### src/rtl/bootld_pkg.sv
package bootld_pkg;
  localparam int IMG_BYTES = 25;
  localparam int IDX_W     = $clog2(IMG_BYTES);
  localparam int SEL_W     = 4;
  localparam logic [7:0] GATE_LOAD = 8'h01;
  localparam logic [7:0] GATE_SKIP = 8'hFF;

  typedef enum logic [1:0] {OP_START, OP_WRITE, OP_READ, OP_STOP} i2c_op_e;
endpackage

### src/rtl/bootld_i2c_engine.sv
module bootld_i2c_engine
  import bootld_pkg::*;
#(
  parameter int CLK_DIV = 8
) (
  input  logic       clk,
  input  logic       rst_n,
  input  logic       cmd_valid,
  output logic       cmd_ready,
  input  i2c_op_e    cmd_op,
  input  logic [7:0] cmd_byte,
  input  logic       cmd_nack,
  output logic       done,
  output logic [7:0] rx_byte,
  output logic       rx_nack,
  output logic       scl_o,
  output logic       sda_o,
  input  logic       sda_i
);
  localparam int CW = (CLK_DIV > 1) ? $clog2(CLK_DIV) : 1;
  localparam logic [CW-1:0] CNT_LAST = CW'(CLK_DIV - 1);

  typedef enum logic [1:0] {E_IDLE, E_START, E_BITS, E_STOP} eng_e;

  eng_e          st;
  logic [CW-1:0] cnt;
  logic [1:0]    ph;
  logic [3:0]    bidx;
  logic [8:0]    tx_sh;
  logic [8:0]    rx_sh;
  logic          tick;
  logic          scl_n, sda_n;

  assign tick      = (cnt == CNT_LAST);
  assign cmd_ready = (st == E_IDLE);
  assign done      = (st != E_IDLE) && tick && (ph == 2'd3) &&
                     ((st != E_BITS) || (bidx == 4'd8));
  assign rx_byte   = rx_sh[8:1];
  assign rx_nack   = rx_sh[0];

  always_ff @(posedge clk or negedge rst_n) begin
    if (!rst_n) begin
      st    <= E_IDLE;
      cnt   <= '0;
      ph    <= '0;
      bidx  <= '0;
      tx_sh <= '1;
      rx_sh <= '0;
    end else if (st == E_IDLE) begin
      if (cmd_valid) begin
        cnt   <= '0;
        ph    <= '0;
        bidx  <= '0;
        tx_sh <= (cmd_op == OP_WRITE) ? {cmd_byte, 1'b1} : {8'hFF, cmd_nack};
        case (cmd_op)
          OP_START: st <= E_START;
          OP_STOP:  st <= E_STOP;
          default:  st <= E_BITS;
        endcase
      end
    end else begin
      cnt <= tick ? '0 : cnt + 1'b1;
      if (tick) begin
        if (st == E_BITS && ph == 2'd1) rx_sh <= {rx_sh[7:0], sda_i};
        if (ph == 2'd3) begin
          if (st == E_BITS && bidx != 4'd8) begin
            bidx  <= bidx + 4'd1;
            tx_sh <= {tx_sh[7:0], 1'b1};
            ph    <= 2'd0;
          end else begin
            st <= E_IDLE;
          end
        end else begin
          ph <= ph + 2'd1;
        end
      end
    end
  end

  // Quarter-phase waveform; idle holds the last levels.
  always_comb begin
    scl_n = scl_o;
    sda_n = sda_o;
    case (st)
      E_START: begin
        scl_n = (ph == 2'd1) || (ph == 2'd2);
        sda_n = (ph < 2'd2);
      end
      E_BITS: begin
        scl_n = (ph == 2'd1) || (ph == 2'd2);
        sda_n = tx_sh[8];
      end
      E_STOP: begin
        scl_n = (ph != 2'd0);
        sda_n = (ph >= 2'd2);
      end
      default: ;
    endcase
  end

  always_ff @(posedge clk or negedge rst_n) begin
    if (!rst_n) begin
      scl_o <= 1'b1;
      sda_o <= 1'b1;
    end else begin
      scl_o <= scl_n;
      sda_o <= sda_n;
    end
  end
endmodule

### src/rtl/bootld_seq.sv
module bootld_seq
  import bootld_pkg::*;
#(
  parameter logic [6:0] DEV_ADDR = 7'h50
) (
  input  logic             clk,
  input  logic             rst_n,
  output logic             cmd_valid,
  input  logic             cmd_ready,
  output i2c_op_e          cmd_op,
  output logic [7:0]       cmd_byte,
  output logic             cmd_nack,
  input  logic             eng_done,
  input  logic [7:0]       rx_byte,
  input  logic             rx_nack,
  output logic             ent_valid,
  input  logic             ent_ready,
  output logic [IDX_W-1:0] ent_idx,
  output logic [7:0]       ent_byte,
  output logic             busy,
  output logic             done,
  output logic             error
);
  localparam logic [IDX_W-1:0] LAST = IDX_W'(IMG_BYTES - 1);

  typedef enum logic [3:0] {
    S_START, S_DEVW, S_WADDR, S_RSTART, S_DEVR,
    S_READ, S_STOP, S_CHECK, S_EMIT, S_FIN
  } seq_e;

  seq_e             st;
  logic             pend, err_q, abort_q, launch_st;
  logic [IDX_W-1:0] cnt;
  logic [7:0]       img [IMG_BYTES];

  always_comb begin
    cmd_op    = OP_START;
    cmd_byte  = 8'h00;
    cmd_nack  = 1'b0;
    launch_st = 1'b1;
    case (st)
      S_START, S_RSTART: cmd_op = OP_START;
      S_DEVW:  begin cmd_op = OP_WRITE; cmd_byte = {DEV_ADDR, 1'b0}; end
      S_WADDR: begin cmd_op = OP_WRITE; cmd_byte = 8'h00; end
      S_DEVR:  begin cmd_op = OP_WRITE; cmd_byte = {DEV_ADDR, 1'b1}; end
      S_READ:  begin cmd_op = OP_READ;  cmd_nack = (cnt == LAST); end
      S_STOP:  cmd_op = OP_STOP;
      default: launch_st = 1'b0;
    endcase
  end

  assign cmd_valid = launch_st && !pend;

  always_ff @(posedge clk or negedge rst_n) begin
    if (!rst_n) begin
      st      <= S_START;
      pend    <= 1'b0;
      err_q   <= 1'b0;
      abort_q <= 1'b0;
      cnt     <= '0;
    end else begin
      if (cmd_valid && cmd_ready) pend <= 1'b1;
      if (eng_done) begin
        pend <= 1'b0;
        case (st)
          S_START:  st <= S_DEVW;
          S_DEVW:   if (rx_nack) begin abort_q <= 1'b1; st <= S_STOP; end
                    else st <= S_WADDR;
          S_WADDR:  if (rx_nack) begin abort_q <= 1'b1; st <= S_STOP; end
                    else st <= S_RSTART;
          S_RSTART: st <= S_DEVR;
          S_DEVR:   if (rx_nack) begin abort_q <= 1'b1; st <= S_STOP; end
                    else begin cnt <= '0; st <= S_READ; end
          S_READ:   if (cnt == LAST) st <= S_STOP;
                    else cnt <= cnt + 1'b1;
          S_STOP:   if (abort_q) begin err_q <= 1'b1; st <= S_FIN; end
                    else st <= S_CHECK;
          default: ;
        endcase
      end
      case (st)
        S_CHECK: begin
          if (img[0] == GATE_LOAD) begin
            cnt <= IDX_W'(1);
            st  <= S_EMIT;
          end else begin
            err_q <= (img[0] != GATE_SKIP);
            st    <= S_FIN;
          end
        end
        S_EMIT: if (ent_ready) begin
          if (cnt == LAST) st <= S_FIN;
          else cnt <= cnt + 1'b1;
        end
        default: ;
      endcase
    end
  end

  always_ff @(posedge clk) begin
    if (eng_done && st == S_READ) img[cnt] <= rx_byte;
  end

  assign ent_valid = (st == S_EMIT);
  assign ent_idx   = cnt;
  assign ent_byte  = img[cnt];
  assign done      = (st == S_FIN);
  assign busy      = !done;
  assign error     = err_q;
endmodule

### src/rtl/bootld_field_map.sv
module bootld_field_map
  import bootld_pkg::*;
(
  input  logic [IDX_W-1:0] idx,
  input  logic [7:0]       b,
  output logic [SEL_W-1:0] sel,
  output logic [31:0]      mask,
  output logic [31:0]      data
);
  logic [31:0] raw;

  always_comb begin
    sel  = '0;
    mask = '0;
    raw  = {4{b}};
    case (idx)
      5'd1:  begin sel = 4'd0;  mask = 32'h0000_0167;
                   raw = {23'b0, b[7], 1'b0, b[6], b[5], 2'b0, b[2:0]}; end
      5'd2:  begin sel = 4'd1;  mask = 32'h0000_00FF; end
      5'd3:  begin sel = 4'd1;  mask = 32'h0000_FF00; end
      5'd4:  begin sel = 4'd2;  mask = 32'h0000_00FF; end
      5'd5:  begin sel = 4'd2;  mask = 32'h0000_FF00; end
      5'd6:  begin sel = 4'd3;  mask = 32'h0000_00FE; end
      5'd7:  begin sel = 4'd3;  mask = 32'h0000_FF00; end
      5'd8:  begin sel = 4'd3;  mask = 32'h00FF_0000; end
      5'd9:  begin sel = 4'd3;  mask = 32'hFF00_0000; end
      5'd10: begin sel = 4'd4;  mask = 32'h0000_00FF; end
      5'd11: begin sel = 4'd4;  mask = 32'h0000_FF00; end
      5'd12: begin sel = 4'd4;  mask = 32'hFF00_0000; end
      5'd13: begin sel = 4'd5;  mask = 32'h0000_00FF; end
      5'd14: begin sel = 4'd5;  mask = 32'h0000_FF00; end
      5'd15: begin sel = 4'd5;  mask = 32'h00FF_0000; end
      5'd16: begin sel = 4'd5;  mask = 32'h0F00_0000;
                   raw = {4'b0, b[3:0], 24'b0}; end
      5'd17: begin sel = 4'd6;  mask = 32'h0000_00C0; end
      5'd18: begin sel = 4'd7;  mask = 32'h0000_00A0;
                   raw = {24'b0, b[7], 1'b0, b[6], 5'b0}; end
      5'd19: begin sel = 4'd8;  mask = 32'h0000_004F; end
      5'd20: begin sel = 4'd9;  mask = 32'h0000_009F; end
      5'd21: begin sel = 4'd10; mask = 32'h0000_8000;
                   raw = {16'b0, b[7], 15'b0}; end
      5'd22: begin sel = 4'd11; mask = 32'h0000_00FF; end
      5'd23: begin sel = 4'd12; mask = 32'h0800_0000;
                   raw = {4'b0, b[3], 27'b0}; end
      5'd24: begin sel = 4'd13; mask = 32'h0800_0000;
                   raw = {4'b0, b[3], 27'b0}; end
      default: ;
    endcase
  end

  assign data = raw & mask;
endmodule

### src/rtl/eeprom_boot_loader.sv
module eeprom_boot_loader
  import bootld_pkg::*;
#(
  parameter int         CLK_DIV  = 8,
  parameter logic [6:0] DEV_ADDR = 7'h50
) (
  input  logic        clk,
  input  logic        rst_n,
  output logic        scl_o,
  output logic        sda_o,
  input  logic        sda_i,
  output logic        wr_valid,
  input  logic        wr_ready,
  output logic [3:0]  wr_sel,
  output logic [31:0] wr_mask,
  output logic [31:0] wr_data,
  output logic        busy,
  output logic        done,
  output logic        error
);
  logic             cmd_valid, cmd_ready, cmd_nack, eng_done, rx_nack;
  i2c_op_e          cmd_op;
  logic [7:0]       cmd_byte, rx_byte, ent_byte;
  logic [IDX_W-1:0] ent_idx;

  bootld_i2c_engine #(.CLK_DIV(CLK_DIV)) u_eng (
    .clk(clk), .rst_n(rst_n),
    .cmd_valid(cmd_valid), .cmd_ready(cmd_ready), .cmd_op(cmd_op),
    .cmd_byte(cmd_byte), .cmd_nack(cmd_nack),
    .done(eng_done), .rx_byte(rx_byte), .rx_nack(rx_nack),
    .scl_o(scl_o), .sda_o(sda_o), .sda_i(sda_i)
  );

  bootld_seq #(.DEV_ADDR(DEV_ADDR)) u_seq (
    .clk(clk), .rst_n(rst_n),
    .cmd_valid(cmd_valid), .cmd_ready(cmd_ready), .cmd_op(cmd_op),
    .cmd_byte(cmd_byte), .cmd_nack(cmd_nack),
    .eng_done(eng_done), .rx_byte(rx_byte), .rx_nack(rx_nack),
    .ent_valid(wr_valid), .ent_ready(wr_ready),
    .ent_idx(ent_idx), .ent_byte(ent_byte),
    .busy(busy), .done(done), .error(error)
  );

  bootld_field_map u_map (
    .idx(ent_idx), .b(ent_byte),
    .sel(wr_sel), .mask(wr_mask), .data(wr_data)
  );
endmodule

### config.mk
export PLATFORM = sky130hd
export DESIGN_NAME = eeprom_boot_loader
export DESIGN_NICKNAME = d
export VERILOG_FILES = /design/src/rtl/bootld_pkg.sv /design/src/rtl/bootld_i2c_engine.sv /design/src/rtl/bootld_seq.sv /design/src/rtl/bootld_field_map.sv /design/src/rtl/eeprom_boot_loader.sv
export SDC_FILE = /design/constraint.sdc
export NUM_CORES = 1
export LEC_CHECK = 0
export BUFFER_PORTS_ARGS = -buffer_cell sky130_fd_sc_hd__clkbuf_2
export CORE_ASPECT_RATIO = 0.9
export CORE_MARGIN = 8
export CORE_UTILIZATION = 30
export CTS_CLUSTER_SIZE = 12
export DETAILED_ROUTE_END_ITERATION = 12
export SETUP_SLACK_MARGIN = 0.4
export SYNTH_ARGS = -nofsm -noshare
export SYNTH_HDL_FRONTEND = slang
export SYNTH_SLANG_ARGS = --single-unit
### constraint.sdc
create_clock -name clk -period 3.7 [get_ports clk]
set_clock_uncertainty 0.05 [all_clocks]
set_input_delay 0.37 -clock clk [delete_from_list [all_inputs] [get_ports clk]]
set_output_delay 0.37 -clock clk [all_outputs]
set_load 0.05 [all_outputs]
# ---- Yosys cells after proc, flatten, opt, wreduce, memory -nomap -nowiden
# Memory sizes are Yosys's and may differ from the RTL's.
# Cells that the tools add are included.
dict set report totals {
  ff_bits 43
  rom_bits 0
  input_bits 4
  ramBits 200
  memories 1
  out_inout_bits 74
  latchBits 0
}
# name words word_bits rd rd_ports_with_merged_regs wr line
set memory_table {}
lappend memory_table {u_seq.img 25 8 2 0 1 bootld_seq.sv:34} ;# logic [7:0] img [IMG_BYTES];
dict set report classes {
  bitwise_logic 2
  add_sub_neg 4
  shift 0
  n_mux 62
  n_eq_ne 50
  n_reduce_logical 41
  multipliers 0
  div_mod_pow 0
  order_cmp 2
}
# cell count
set op_table {}
lappend op_table {{$pmux 32 s13} 1}
lappend op_table {{$pmux 32 s5} 1}
lappend op_table {{$mux 9} 6}
lappend op_table {{$pmux 4 s13} 1}
lappend op_table {{$eq 5x5->1 const B} 9}
lappend op_table {{$eq 5x4->1 const B} 8}
lappend op_table {{$mux 4} 10}
lappend op_table {{$and 32x32->32} 1}
lappend op_table {{$mux 5} 6}
lappend op_table {{$pmux 4 s7} 1}
lappend op_table {{$mux 2} 11}
lappend op_table {{$eq 5x3->1 const B} 4}
lappend op_table {{$pmux 5 s2} 2}
lappend op_table {{$eq 4x3->1 const B} 4}
lappend op_table {{$pmux 8 s2} 1}
lappend op_table {{$mux 3} 5}
lappend op_table {{$reduce_bool 2->1} 7}
lappend op_table {{$eq 4x4->1 const B} 3}
lappend op_table {{$mux 1} 12}
lappend op_table {{$reduce_or 2->1} 6}
lappend op_table {{$eq 2x2->1 const B} 5}
lappend op_table {{$eq 5x2->1 const B} 2}
lappend op_table {{$reduce_or 5->1} 2}
lappend op_table {{$reduce_and 3->1} 3}
lappend op_table {{other kinds (33)} 50}

# ---- Longest topological paths before layout
# Gate-level depths: netlist of run 1.
dict set report logic_depth {
  word_depth 8
  ltp_mapped 12
  ltp_nobuf 8
}

# ---- Hierarchy
# Synthesis of run 1 repeated with hierarchy kept, for this count alone.
dict set report unflattened {
  cells_unflattened 802
  area_unflattened_um2 11467.2
}
# module area_each_um2 seq_area_each_um2 cells_per_inst instances
set by_module_without_submodules {}
lappend by_module_without_submodules {bootld_seq 8823.5 6306.0 503 1}
lappend by_module_without_submodules {bootld_i2c_engine 1661.6 789.5 151 1}
lappend by_module_without_submodules {bootld_field_map 982.2 0.0 148 1}

# ---- Least setup slack after synthesis of run 1
# OpenSTA, ideal clock, no wires.
dict set report synth_path {
  path_kind {reg-to-output}
  from {register u_seq.cnt[0], in the netlist u_seq.ent_idx[0]}
  to {output wr_data[8]}
  path_slack_ps -167
  arrival_ps 3447
  n_path_buf 5
  path_stages_with_launch 13
  cell_sequence {dfrtp_1 buf_6 buf_6 buf_6 inv_1 ha_1 clkbuf_1 nor2_1 or3_1 inv_1 nand2b_1 buf_2 o21ai_0}
}
dict set report synth_between {
  elab_chain_cells 4
  word_cells_on_any_way 33
  classes_between {24 x eq/ne; 2 x mux; 1 x bitwise; 5 x reduce/logical; 1 x memory}
}
# element line
set synth_lines {}
lappend synth_lines {{start, declared} bootld_seq.sv:33} ;# logic [IDX_W-1:0] cnt;
lappend synth_lines {{start signal, assigned} bootld_seq.sv:75} ;# else cnt <= cnt + 1'b1;
lappend synth_lines {{start signal, assigned} bootld_seq.sv:93} ;# else cnt <= cnt + 1'b1;
lappend synth_lines {{branches (longest 3 deep; another with $mem_v2 25x8)} n/a}
lappend synth_lines {{$and 32x32->32 (*)} bootld_field_map.sv:51} ;# assign data = raw & mask;
lappend synth_lines {{end, declared} eeprom_boot_loader.sv:16} ;# output logic [31:0] wr_data,
# Every way passes the cells marked *.

# ---- Final worst setup path of run 1
dict set report layout_path {
  from {register u_seq.cnt[0], in the netlist u_seq.ent_idx[0]}
  to {output wr_data[28]}
}
# Same word-level chain as after synthesis.

==> results of run 1 <==
[critical path: cells and delay by family (launching register included)]
kind | cells | cell delay, ns
muxes | 1 | 0.51
DFF | 1 | 0.55
AOI/OAI and AO/OA | 1 | 0.25
buffers and inverters | 3 | 0.58
and+or+nand+nor | 2 | 0.38
[layout make-up]
| class | instances | area [µm²] |
|---|---|---|
| inverter | 21 | 85.08 |
| tap | 483 | 604.3 |
| clock inverter | 9 | 93.84 |
| clock buffer | 39 | 740.7 |
| multi-input combinational | 468 | 3880 |
| sequential | 243 | 7103 |
| timing repair buffer | 133 | 1141 |
| fill | 3435 | 23320 |
[registers in the layout, indices dropped and copies added, names as in the netlist, 2 cells and up]
register,flops
u_seq.ent_idx,5
u_eng.cnt,3
u_eng.bidx,4
u_eng.ph,2
u_eng.tx_sh,9
u_eng.rx_sh,9
u_seq.img,200
u_seq.st,4
u_eng.st,2
[kinds of logic after synthesis]
logic type / share of synthesized area (%)
xor gates and xnor gates: 0.3131
DFF: 63.41
adders and majority gates: 1.767
and+or+nand+nor: 10.32
AOI/OAI and AO/OA: 8.967
muxes: 10.91
buffers and inverters: 4.316
[stage by stage]
stage	area [µm²]	hold WS [ns]	util, %	setup WS [ns]	power, mW
final	13650	0.04075	36.92	0.4640	5.507
after global placement	12430	0.4253	33.62	0.5677	3.020
after global routing	13650	0.05115	36.92	0.3732	5.649
after detailed placement	12430	0.4302	33.62	0.5596	3.020
after CTS	13420	0.04949	36.30	0.2943	5.554
after floorplan	11250	0.02441	-	0.2103	2.999
[routing by layer]
metal	track usage, %	vias to the layer above
met2	20.81	270
met4	2.846	0
met3	2.376	44
li1	-	3226
met5	0	-
met1	19.43	3708
[cell usage in the layout, fill, tap and decap left out, types with 4 or more instances in the layout]
cell / count
nor2_1: 86
clkbuf_1: 10
o211ai_1: 8
nand2_1: 38
a2111oi_0: 4
a21oi_1: 31
a211oi_1: 5
nor2b_1: 13
nor2_2: 14
o21a_1: 7
dfstp_2: 11
or3_1: 5
mux2i_1: 7
nand4_1: 4
mux4_2: 38
dfrtp_1: 28
a22o_1: 6
or2_2: 5
edfxtp_1: 200
clkbuf_2: 53
mux4_1: 4
inv_1: 18
and2_1: 4
nand2b_1: 8
o21ai_0: 26
mux2_2: 16
buf_2: 5
nand3_1: 12
clkbuf_16: 28
buf_6: 4
ha_1: 13
buf_12: 18
o22ai_1: 11
buf_4: 46
and3_1: 6
nor3_1: 6
[path summary, 6_finish.rpt]
path,start,slack (ns),cells after the start,to
min,sda_i,0.04,2,u_eng.rx_sh[0]
min reg2reg,u_eng.tx_sh[6],0.44,2,u_eng.tx_sh[6]
max,u_seq.ent_idx[0],0.46,7,wr_data[28]
max in group asynchronous,rst_n,2.67,3,u_seq.ent_idx[0]
min in group asynchronous,rst_n,0.46,3,u_eng.cnt[2]
max reg2reg,u_seq.st[2],0.80,3,u_seq.img[1][5]
[power breakdown]
| part | internal [mW] | leakage, nW | total, mW | switching [mW] |
|---|---|---|---|---|
| combinational | 0.00454 | 1.99 | 0.0158 | 0.0112 |
| clock | 1.47 | 0.403 | 2.54 | 1.08 |
| sequential | 2.94 | 1.93 | 2.95 | 0.0121 |
[timing repair]
item	CTS	global route
cloned	0	1
pin swaps	2	2
resized for setup	29	43
setup buffers	4	5
endpoints found under the hold margin	32	0
hold buffers	1	0
setup endpoints to repair	40	36
==> summary.md, run 1 <==
| Metric | Value |
|---|---|
| Status | `finished clean` |
| Pin count of the biggest net entering global routing | `53` |
| Synth area leaders | `edfxtp_1, mux4_2, dfrtp_1, nor2_1, dfstp_2` |
| Crit path launch type | `flop` |
| PortBufs | `77` |
| CTS tree | `yes` |
| Synth top area share | `a little over half` |
| Initial antenna violation count | `2` |
| Hpwl dp | `around 21000 µm` |
| FP Rows | `between 60 and 70` |
| RSZ-0062 raised after global routing | `true` |
| Highest Signal Layer | `met4` |
| Mean Syn Cell Area | `14.01 µm²` |
| Crit end category | `output pin` |
| Io pins | `78` |
| Core footprint | `between 30000 and 40000 µm²` |
| Total wire length | `around 30000 µm` |
| Drt first-iter violations | `a little under 800` |
| Fraction of layout instances using a drive strength above 1 | `between 30% and 40%` |
| Area leader, netlist | `edfxtp_1` |
| Die W | `roughly 220 µm` |
| Cell Count, Final, Fillers Out | `1396` |
| Starting density of the core | `30.27%` |
| Pre-Repair DR Iteration Count | `4` |
| Final hold vios | `0` |
| Vias per cell | `around 5.2` |
| Clock period minus final worst setup slack | `approximately 3.2 ns` |
| Clk_lat worst skew | `0.54 ns` |
| CTS Buffer Depth | `3` |
| CP required | `~3.3 ns` |
| Worst hold path type | `in -> reg` |
| First-pass GRT wire length | `45290 µm` |
| Total GRT Usage | `13.40%` |
| Slew headroom | `27.06%` |
| Routability cong. | `just under 0.9` |
| CP max FO | `18` |
| VDD IR max | `around 400 µV` |
| Routed length on met3 | `2115 µm` |
| Post-synthesis sequential area ratio | `63.41%` |
| Final Max Slew Viols | `0` |
| CTS H-Tree Depth | `1` |
| Net Count, Synth | `around 820` |
| Met1 WL | `13620 µm` |
| Antenna diodes | `0` |
| Arrival @ worst endpoint | `between 2 and 3 ns` |
| Met2 wire length | `13820 µm` |
| Most numerous cell in the Yosys netlist | `edfxtp_1` |
| Synthesized cell area | `between 10000 and 15000 µm²` |
| Synth Register Bits | `roughly 240` |
| Root Driver | `clkbuf_16` |
| CP Class | `reg -> out` |
| Die Ht | `199.2 µm` |
| Post-DRT Antenna Nets | `0` |
| Setup-failing EPs final | `0` |
| Vias in the first global route | `7065` |
| Ys flop type | `edfxtp_1` |
| Clk pin slew, worst setup/hold paths | `0.06 ns` |
| CP Cell Sequence | `buf_16, buf_4, mux4_2, a32oi_1, and4_4, nor2_1, clkbuf_2` |
| TritonCTS Buffers | `27` |
| TNS Setup | `0 ns` |
| DRC Markers | `0` |
| Leak pwr | `roughly 4.3 nW` |
| Max-cap violations | `0` |
| Max incr delay on CP | `0.55 ns` |
| Synthesized instance count | `between 700 and 800` |
| Synth cell types | `78` |
| Crit share post-route | `~90%` |
| Synth cell count leaders | `edfxtp_1, nor2_1, nand2_1` |
| Post-synth EDFFs | `200` |
| # nets final | `about 910` |
| Fmax | `between 0.3 and 0.4 GHz` |
| Worst Tran Pin Value | `1.094 ns` |
| Slowest CP cell | `dfrtp_4` |
| Vias | `between 7000 and 8000` |
| Placed cells | `approximately 1300` |
| Pwr per Cell Area | `around 400 nW/µm²` |
| WL per Instance | `around 22 µm` |
| Ys async rst share | `between 15 and 20%` |
| Synth warn | `0` |
| Total die area | `43750 µm²` |
| CTS sink cnt | `~240` |
| Global route overflow | `0` |
| Area growth from synthesis to layout | `21.96%` |
(Power assumes the default switching activity.)
==> inputs of run 2 (changes only) <==
--- a/config.mk
+++ b/config.mk
@@ -5,13 +5,14 @@
 export SDC_FILE = /design/constraint.sdc
 export NUM_CORES = 1
 export LEC_CHECK = 0
-export BUFFER_PORTS_ARGS = -buffer_cell sky130_fd_sc_hd__clkbuf_2
+export BUFFER_PORTS_ARGS = -buffer_cell sky130_fd_sc_hd__buf_2
 export CORE_ASPECT_RATIO = 0.9
 export CORE_MARGIN = 8
-export CORE_UTILIZATION = 30
+export CORE_UTILIZATION = 50
 export CTS_CLUSTER_SIZE = 12
 export DETAILED_ROUTE_END_ITERATION = 12
-export SETUP_SLACK_MARGIN = 0.4
+export PLACE_DENSITY = 0.68
+export SETUP_SLACK_MARGIN = 0.2
 export SYNTH_ARGS = -nofsm -noshare
 export SYNTH_HDL_FRONTEND = slang
 export SYNTH_SLANG_ARGS = --single-unit
==> run 2 against run 1 <==
  * Critical endpoint is now wr_data[3]
  * Sequential share of layout area is 3.9 points higher
  * Fmax is 5.1% lower
  * Hold slack better by 0.019 ns
  * Largest power group unchanged
==> summary.md, run 2 (synthesis results as in run 1) <==
| Metric | Value |
|---|---|
| Most frequent cells in the layout | `edfxtp_1, nor2_1, buf_2, buf_4 (was edfxtp_1, nor2_1, clkbuf_2, buf_4)` |
| Crit end category | `output pin (unchanged)` |
| Global route overflow | `0 (unchanged)` |
| Max incr delay on CP | `0.50 ns (was 0.55 ns)` |
| CTS H-Tree Depth | `1 (unchanged)` |
| Multi-input gate area | `3692 µm² (was 3880 µm²)` |
| Hold path depth | `2 (unchanged)` |
| Die W | `173.7 µm (was 219.6 µm)` |
| Biggest regs | `u_seq.img: 200 flops, u_eng.rx_sh: 9 flops, u_eng.tx_sh: 9 flops (unchanged)` |
| Area growth from synthesis to layout | `13.36% (was 21.96%)` |
| Post-DRT Antenna Nets | `0 (unchanged)` |
| PortBufs | `77 (unchanged)` |
| Vias | `7261 (was 7248)` |
| Sw frac | `18.72% (was 19.95%)` |
| Die Ht | `157.9 µm (was 199.2 µm)` |
| Starting density of the core | `50.29% (was 30.27%)` |
| Total die area | `27430 µm² (was 43750 µm²)` |
| Layout filler cell count | `1775 (was 3435)` |
| Worst hold path type | `in -> reg (unchanged)` |
| Worst reg2reg path depth | `8 (was 3)` |
| Routability cong. | `0.9153 (was 0.8934)` |
| Final Max Slew Viols | `0 (unchanged)` |
| Largest reg by FF count | `u_seq.img (unchanged)` |
| Clock period minus final worst setup slack | `3.408 ns (was 3.236 ns)` |
| Hpwl dp | `19010 µm (was 20640 µm)` |
| Total wire length | `27850 µm (was 30180 µm)` |
| Fraction of layout instances using a drive strength above 1 | `28.59% (was 33.95%)` |
| CP Class | `reg -> out (unchanged)` |
| Seq pwr share | `57.1% (was 53.5%)` |
| Pre-Repair DR Iteration Count | `6 (was 4)` |
| Pwr per Cell Area | `407.0 nW/µm² (was 403.5 nW/µm²)` |
| Arrival @ worst endpoint | `2.99 ns (was 2.82 ns)` |
| Root Driver | `clkbuf_16 (unchanged)` |
| Max reg flops | `200 (unchanged)` |
| Leak pwr | `4.135 nW (was 4.317 nW)` |
| Initial antenna violation count | `0 (was 2)` |
| Setup-failing EPs final | `0 (unchanged)` |
| Slowest CP cell | `dfrtp_1 (was dfrtp_4)` |
| CP Cell Sequence | `buf_4, nand3b_2, o22ai_1, a31oi_1, o221ai_2, nor3b_4, buf_2 (was buf_16, buf_4, mux4_2, a32oi_1, and4_4, nor2_1, clkbuf_2)` |
| RSZ-0062 raised after global routing | `false (was true)` |
| Crit share post-route | `92.11% (was 87.46%)` |
| Register area | `7103 µm² (unchanged)` |
| Core footprint | `22250 µm² (was 36970 µm²)` |
| Max-cap violations | `0 (unchanged)` |
| Clk_lat worst skew | `0.51 ns (was 0.54 ns)` |
| Pin count of the biggest net entering global routing | `44 (was 53)` |
| First-pass GRT wire length | `42620 µm (was 45290 µm)` |
| Comb power frac | `0.3% (about the same)` |
| Status | `finished clean (unchanged)` |
| TNS Setup | `0 ns (unchanged)` |
| CP max FO | `26 (was 18)` |
| CTS Buffer Depth | `3 (unchanged)` |
| Vias in the first global route | `7077 (was 7065)` |
| # nets final | `900 (was 913)` |
| DRC Markers | `0 (unchanged)` |
| Drt first-iter violations | `1013 (was 779)` |
| FP Rows | `52 (was 67)` |
| CTS sink cnt | `243 (unchanged)` |
| Io pins | `78 (unchanged)` |
| CP required | `3.28 ns (about the same)` |
| Slew headroom | `33.46% (was 27.06%)` |
| Fmax | `0.2934 GHz (was 0.3090 GHz)` |
| Clk pwr share | `42.6% (was 46.2%)` |
| Crit path launch type | `flop (unchanged)` |
| Final hold vios | `0 (unchanged)` |
| Pwr Total | `5.163 mW (was 5.507 mW)` |
| Sw Pwr | `0.9666 mW (was 1.099 mW)` |
| TritonCTS Buffers | `25 (was 27)` |
| Total GRT Usage | `20.08% (was 13.40%)` |
| Clk pin slew, worst setup/hold paths | `0.07 ns (was 0.06 ns)` |
| VDD IR max | `410.6 µV (was 402.0 µV)` |
| CTS tree | `yes (unchanged)` |
| Most common cell after layout, fill and taps aside | `edfxtp_1 (unchanged)` |
| Vias per cell | `6.102 (was 5.192)` |
| Design area | `12690 µm² (was 13650 µm²)` |
| Placed Area | `11910 µm² (was 12430 µm²)` |
| Worst Tran Pin Value | `0.9981 ns (was 1.094 ns)` |
| Internal Power | `4.196 mW (was 4.409 mW)` |
| WL per Instance | `23.41 µm (was 21.62 µm)` |
==> run 2: through the flow <==
step / utilization (%) / instances / hold slack (ns) / worst slack (ns)
detailed placement: 53.53 / 1149 / 0.4275 / 0.6224
floorplan: - / 799 / 0.02441 / 0.2103
global placement: 53.53 / 1149 / 0.4246 / 0.6730
global route: 57.00 / 1189 / 0.05193 / 0.2295
finish: 57.01 / 1190 / 0.05963 / 0.2918
CTS: 56.83 / 1189 / 0.04188 / 0.2615
==> run 2: final timing paths <==
kind                             startpoint               end  slack (ns)
max in group asynchronous             rst_n  u_seq.ent_idx[0]        2.35
hold / removal                        sda_i    u_eng.rx_sh[0]        0.06
setup reg to reg               u_eng.cnt[0]  u_seq.img[20][6]        0.82
min in group asynchronous             rst_n     u_eng.bidx[0]        0.52
setup / recovery           u_seq.ent_idx[4]        wr_data[3]        0.29
hold reg to reg              u_eng.tx_sh[8]    u_eng.tx_sh[8]        0.44
==> run 2: routing by layer <==
metal  GRT usage (%)  vias up  share of wire (%)
li1                -     3200                  -
met5               0        -                  0
met2           31.37      352                 46
met1           27.61     3651                 42
met3           5.198       58                 10
met4           5.571        0                2.5
==> run 2: power by group through the flow <==
| stage | clock (mW) | sequential (mW) | combinational, mW |
|---|---|---|---|
| after CTS | 2.24 | 2.95 | 0.0151 |
| final | 2.20 | 2.95 | 0.0145 |
| after detailed placement | 0 | 3.00 | 0.0145 |
| after global routing | 2.34 | 2.95 | 0.0168 |
| after floorplan | 0 | 3.00 | 0.00249 |
| after global placement | 0 | 3.00 | 0.0142 |
==> run 2: repair_timing <==
action	4_1_cts	5_1_grt
hold buffers	1	0
buffers inserted	1	0
resized for setup	6	9
cloned	0	0
endpoints found under the hold margin	25	0
endpoints found under the setup margin	27	22
==> run 2: final cells by class <==
| type | instances | area share [%] |
|---|---|---|
| well taps | 297 | 2.929 |
| clock inverters | 6 | 0.1874 |
| multi-input cells | 468 | 29.11 |
| flip-flops and latches | 243 | 55.99 |
| inverters | 21 | 0.6214 |
| clock buffers | 32 | 5.296 |
| diodes | 1 | 0.01973 |
| repair buffers | 122 | 5.849 |
==> run 2: critical path, delay by kind of cell, from the launching register on <==
| family | cells | cell delay (ns) |
|---|---|---|
| buf+inv | 2 | 0.68 |
| simple gates | 2 | 0.67 |
| flops | 1 | 0.50 |
| compound gates | 3 | 0.59 |
==> inputs of run 3 (changes only) <==
--- a/config.mk
+++ b/config.mk
@@ -8,10 +8,10 @@
 export BUFFER_PORTS_ARGS = -buffer_cell sky130_fd_sc_hd__buf_2
 export CORE_ASPECT_RATIO = 0.9
 export CORE_MARGIN = 8
-export CORE_UTILIZATION = 50
+export CORE_UTILIZATION = 56
 export CTS_CLUSTER_SIZE = 12
 export DETAILED_ROUTE_END_ITERATION = 12
-export PLACE_DENSITY = 0.68
+export PLACE_DENSITY = 0.75
 export SETUP_SLACK_MARGIN = 0.2
 export SYNTH_ARGS = -nofsm -noshare
 export SYNTH_HDL_FRONTEND = slang
==> run 3 against run 2 <==
  * Sequential power barely moved
  * Sequential share of layout area fell by 0.26 points
  * Count of clock-buffer cells in the layout did not move
  * Via count rose by 0.85%
  * Routed wire length fell by 0.80%
  * Utilization rose by 7.3 points
  * Critical path type unchanged
  * Die area fell by 9.7%
  * Flip-flop and latch count did not move
  * Cell count fell by 3.2%
  * Fmax fell by 2.0%
  * First-iteration DRC count fell by 8.7%
==> summary.md, run 3 (synthesis results as in run 1) <==
| Metric | Value |
|---|---|
| Total die area | `24770 µm² (was 27430 µm²)` |
| Max incr delay on CP | `0.51 ns (was 0.50 ns)` |
| Slowest CP cell | `mux4_2 (was dfrtp_1)` |
| WL per Instance | `23.99 µm (was 23.41 µm)` |
| Post-DRT Antenna Nets | `0 (unchanged)` |
| Clk pwr share | `43.1% (was 42.6%)` |
| CTS Buffer Depth | `3 (unchanged)` |
| CP Cell Sequence | `buf_16, buf_16, mux4_2, nor3_1, nor3_2, o211ai_1, and3b_1, buf_2 (was buf_4, nand3b_2, o22ai_1, a31oi_1, o221ai_2, nor3b_4, buf_2)` |
| Cell Count, Final, Fillers Out | `1152 (was 1190)` |
| FP Rows | `49 (was 52)` |
| Setup-failing EPs final | `0 (unchanged)` |
| Max reg flops | `200 (unchanged)` |
| Area growth from synthesis to layout | `13.86% (was 13.36%)` |
| Vias in the first global route | `7059 (was 7077)` |
| CP delay by family, top | `simple AND/OR/NAND/NOR gates (was buffers and inverters)` |
| Clock period minus final worst setup slack | `3.477 ns (was 3.408 ns)` |
| Leak pwr | `4.179 nW (was 4.135 nW)` |
| TritonCTS Buffers | `25 (unchanged)` |
| Crit share post-route | `93.98% (was 92.11%)` |
| Crit path from | `u_seq.ent_idx[0] (was u_seq.ent_idx[4])` |
| Final Max Slew Viols | `0 (unchanged)` |
| Buffer and inverter count on the worst path | `3 (was 2)` |
| RSZ-0062 raised after global routing | `false (unchanged)` |
| Fraction of layout instances using a drive strength above 1 | `28.99% (was 28.59%)` |
| Die W | `165.0 µm (was 173.7 µm)` |
| CTS tree | `yes (unchanged)` |
| Pre-Repair DR Iteration Count | `5 (was 6)` |
| Io pins | `78 (unchanged)` |
| Routability cong. | `0.9198 (was 0.9153)` |
| Most common cell after layout, fill and taps aside | `edfxtp_1 (unchanged)` |
| Pwr Total | `5.203 mW (was 5.163 mW)` |
| # nets final | `904 (was 900)` |
| Final hold vios | `0 (unchanged)` |
| Fmax | `0.2876 GHz (was 0.2934 GHz)` |
| Global route overflow | `0 (unchanged)` |
| Pin count of the biggest net entering global routing | `44 (unchanged)` |
| Vias | `7323 (was 7261)` |
| Seq pwr share | `56.7% (was 57.1%)` |
| Most frequent cells in the layout | `edfxtp_1, nor2_1, buf_2, buf_4, nand2_1 (was edfxtp_1, nor2_1, buf_2, buf_4)` |
| TNS Setup | `0 ns (unchanged)` |
| Largest reg by FF count | `u_seq.img (unchanged)` |
| Hold path depth | `2 (unchanged)` |
| PortBufs | `77 (unchanged)` |
| Total GRT Usage | `22.20% (was 20.08%)` |
| Critical path's most frequent cell | `buf_16` |
| CTS H-Tree Depth | `1 (unchanged)` |
| CTS sink cnt | `243 (unchanged)` |
| Internal Power | `4.177 mW (was 4.196 mW)` |
| Slew headroom | `22.08% (was 33.46%)` |
| DRC Markers | `0 (unchanged)` |
| Root Driver | `clkbuf_16 (unchanged)` |
| Worst hold path type | `in -> reg (unchanged)` |
| VDD IR max | `395.4 µV (was 410.6 µV)` |
| Antenna diodes | `0 (was 1)` |
| Sw frac | `19.72% (was 18.72%)` |
| Total wire length | `27630 µm (was 27850 µm)` |
| Pwr per Cell Area | `408.4 nW/µm² (was 407.0 nW/µm²)` |
| Initial antenna violation count | `0 (unchanged)` |
| CP max FO | `22 (was 26)` |
| Die Ht | `150.1 µm (was 157.9 µm)` |
| First-pass GRT wire length | `41610 µm (was 42620 µm)` |
| Crit path launch type | `flop (unchanged)` |
| Max-cap violations | `0 (unchanged)` |
| Comb power frac | `0.3% (about the same)` |
| Crit end category | `output pin (unchanged)` |
| Stages on worst setup path | `8 (was 7)` |
| Min-delay src | `sda_i (unchanged)` |
| Status | `finished clean (unchanged)` |
| CP required | `3.28 ns (about the same)` |
| Hpwl dp | `18300 µm (was 19010 µm)` |
| CP Class | `reg -> out (unchanged)` |
| Vias per cell | `6.357 (was 6.102)` |
| Final core occ | `64.35% (was 57.01%)` |
| Sw Pwr | `1.026 mW (was 0.9666 mW)` |
| Arrival @ worst endpoint | `3.06 ns (was 2.99 ns)` |
| Clk_lat worst skew | `0.53 ns (was 0.51 ns)` |
| Drt first-iter violations | `925 (was 1013)` |
| Final hold slack | `0.05469 ns (was 0.05963 ns)` |
| Worst reg2reg path depth | `7 (was 8)` |
| Clk pin slew, worst setup/hold paths | `0.06 ns (was 0.07 ns)` |
| Biggest regs | `u_seq.img: 200 flops, u_eng.rx_sh: 9 flops, u_eng.tx_sh: 9 flops (unchanged)` |
| Placed cells | `1106 (was 1149)` |
| Critical R2R Launch | `u_eng.cnt[0] (unchanged)` |
| Core footprint | `19800 µm² (was 22250 µm²)` |
| Worst Tran Pin Value | `1.169 ns (was 0.9981 ns)` |
| Starting density of the core | `56.51% (was 50.29%)` |
## run 3: cell types whose count changed in the layout (fill, tap and decap cells not counted), moves of 2 or more
cell        change
buf_16          +2
clkinv_1        -2
clkinvlp_4      +2
clkbuf_1        +2
clkbuf_8        -2
## run 3: path summary, 6_finish.rpt
| kind | slack [ns] | endpoint |
|---|---|---|
| max reg2reg | 0.58 | u_seq.img[23][1] |
| max | 0.22 | wr_data[0] |
| min in group asynchronous | 0.48 | u_eng.bidx[2] |
| min reg2reg | 0.45 | u_eng.tx_sh[8] |
| min | 0.05 | u_eng.rx_sh[0] |
| max in group asynchronous | 2.41 | u_seq.ent_idx[0] |
## run 3: layer usage
| layer | global-route usage, % | routed length (µm) | up-vias | share of wire, % |
|---|---|---|---|---|
| met5 | 0 | 0 | - | 0 |
| met4 | 7.651 | 808 | 0 | 2.9 |
| met3 | 6.342 | 2949 | 60 | 11 |
| met2 | 33.24 | 12620 | 410 | 46 |
| met1 | 30.76 | 11250 | 3648 | 41 |
| li1 | - | - | 3205 | - |
## run 3: repair_timing
item | in CTS | in global routing
cloned | 1 | 0
endpoints found under the hold margin | 32 | 0
hold buffers | 1 | 0
resized for setup | 7 | 13
buffers inserted | 2 | 3
setup endpoints to repair | 29 | 34
## run 3: worst reg2reg max path: cells and delay by family, from the launching register on
kind / cells / cell delay, ns
flip-flops: 1 / 0.35
AO/OA/AOI/OAI: 1 / 0.17
adder cells (fa/ha/maj): 2 / 0.37
AND/OR/NAND/NOR: 4 / 1.80
## run 3: power groups by stage
| stage | clock (mW) | sequential [mW] | combinational [mW] |
|---|---|---|---|
| finish | 2.24 | 2.95 | 0.0143 |
| detailed placement | 0 | 3.00 | 0.0141 |
| floorplan | 0 | 3.00 | 0.00249 |
| global route | 2.38 | 2.95 | 0.0166 |
| global placement | 0 | 3.00 | 0.0140 |
| CTS | 2.27 | 2.95 | 0.0151 |
## run 3: cell type report
cell class                 count  area [µm²]
tap                          255       319.1
clock buffer                  32       651.9
sequential                   243        7102
multi-input combinational    468        3695
inverter                      21       82.58
fill                        1422        7061
timing repair buffer         126       843.3
clock inverter                 7       48.80
## run 3: per-stage QoR
| stage | setup slack, ns | area [µm²] |
|---|---|---|
| 2_1_floorplan | 0.2103 | 11210 |
| 3_3_place_gp | 0.5582 | 11880 |
| 3_5_place_dp | 0.5748 | 11880 |
| 4_1_cts | 0.1826 | 12660 |
| 5_1_grt | 0.1427 | 12740 |
| 6_report | 0.2228 | 12740 |
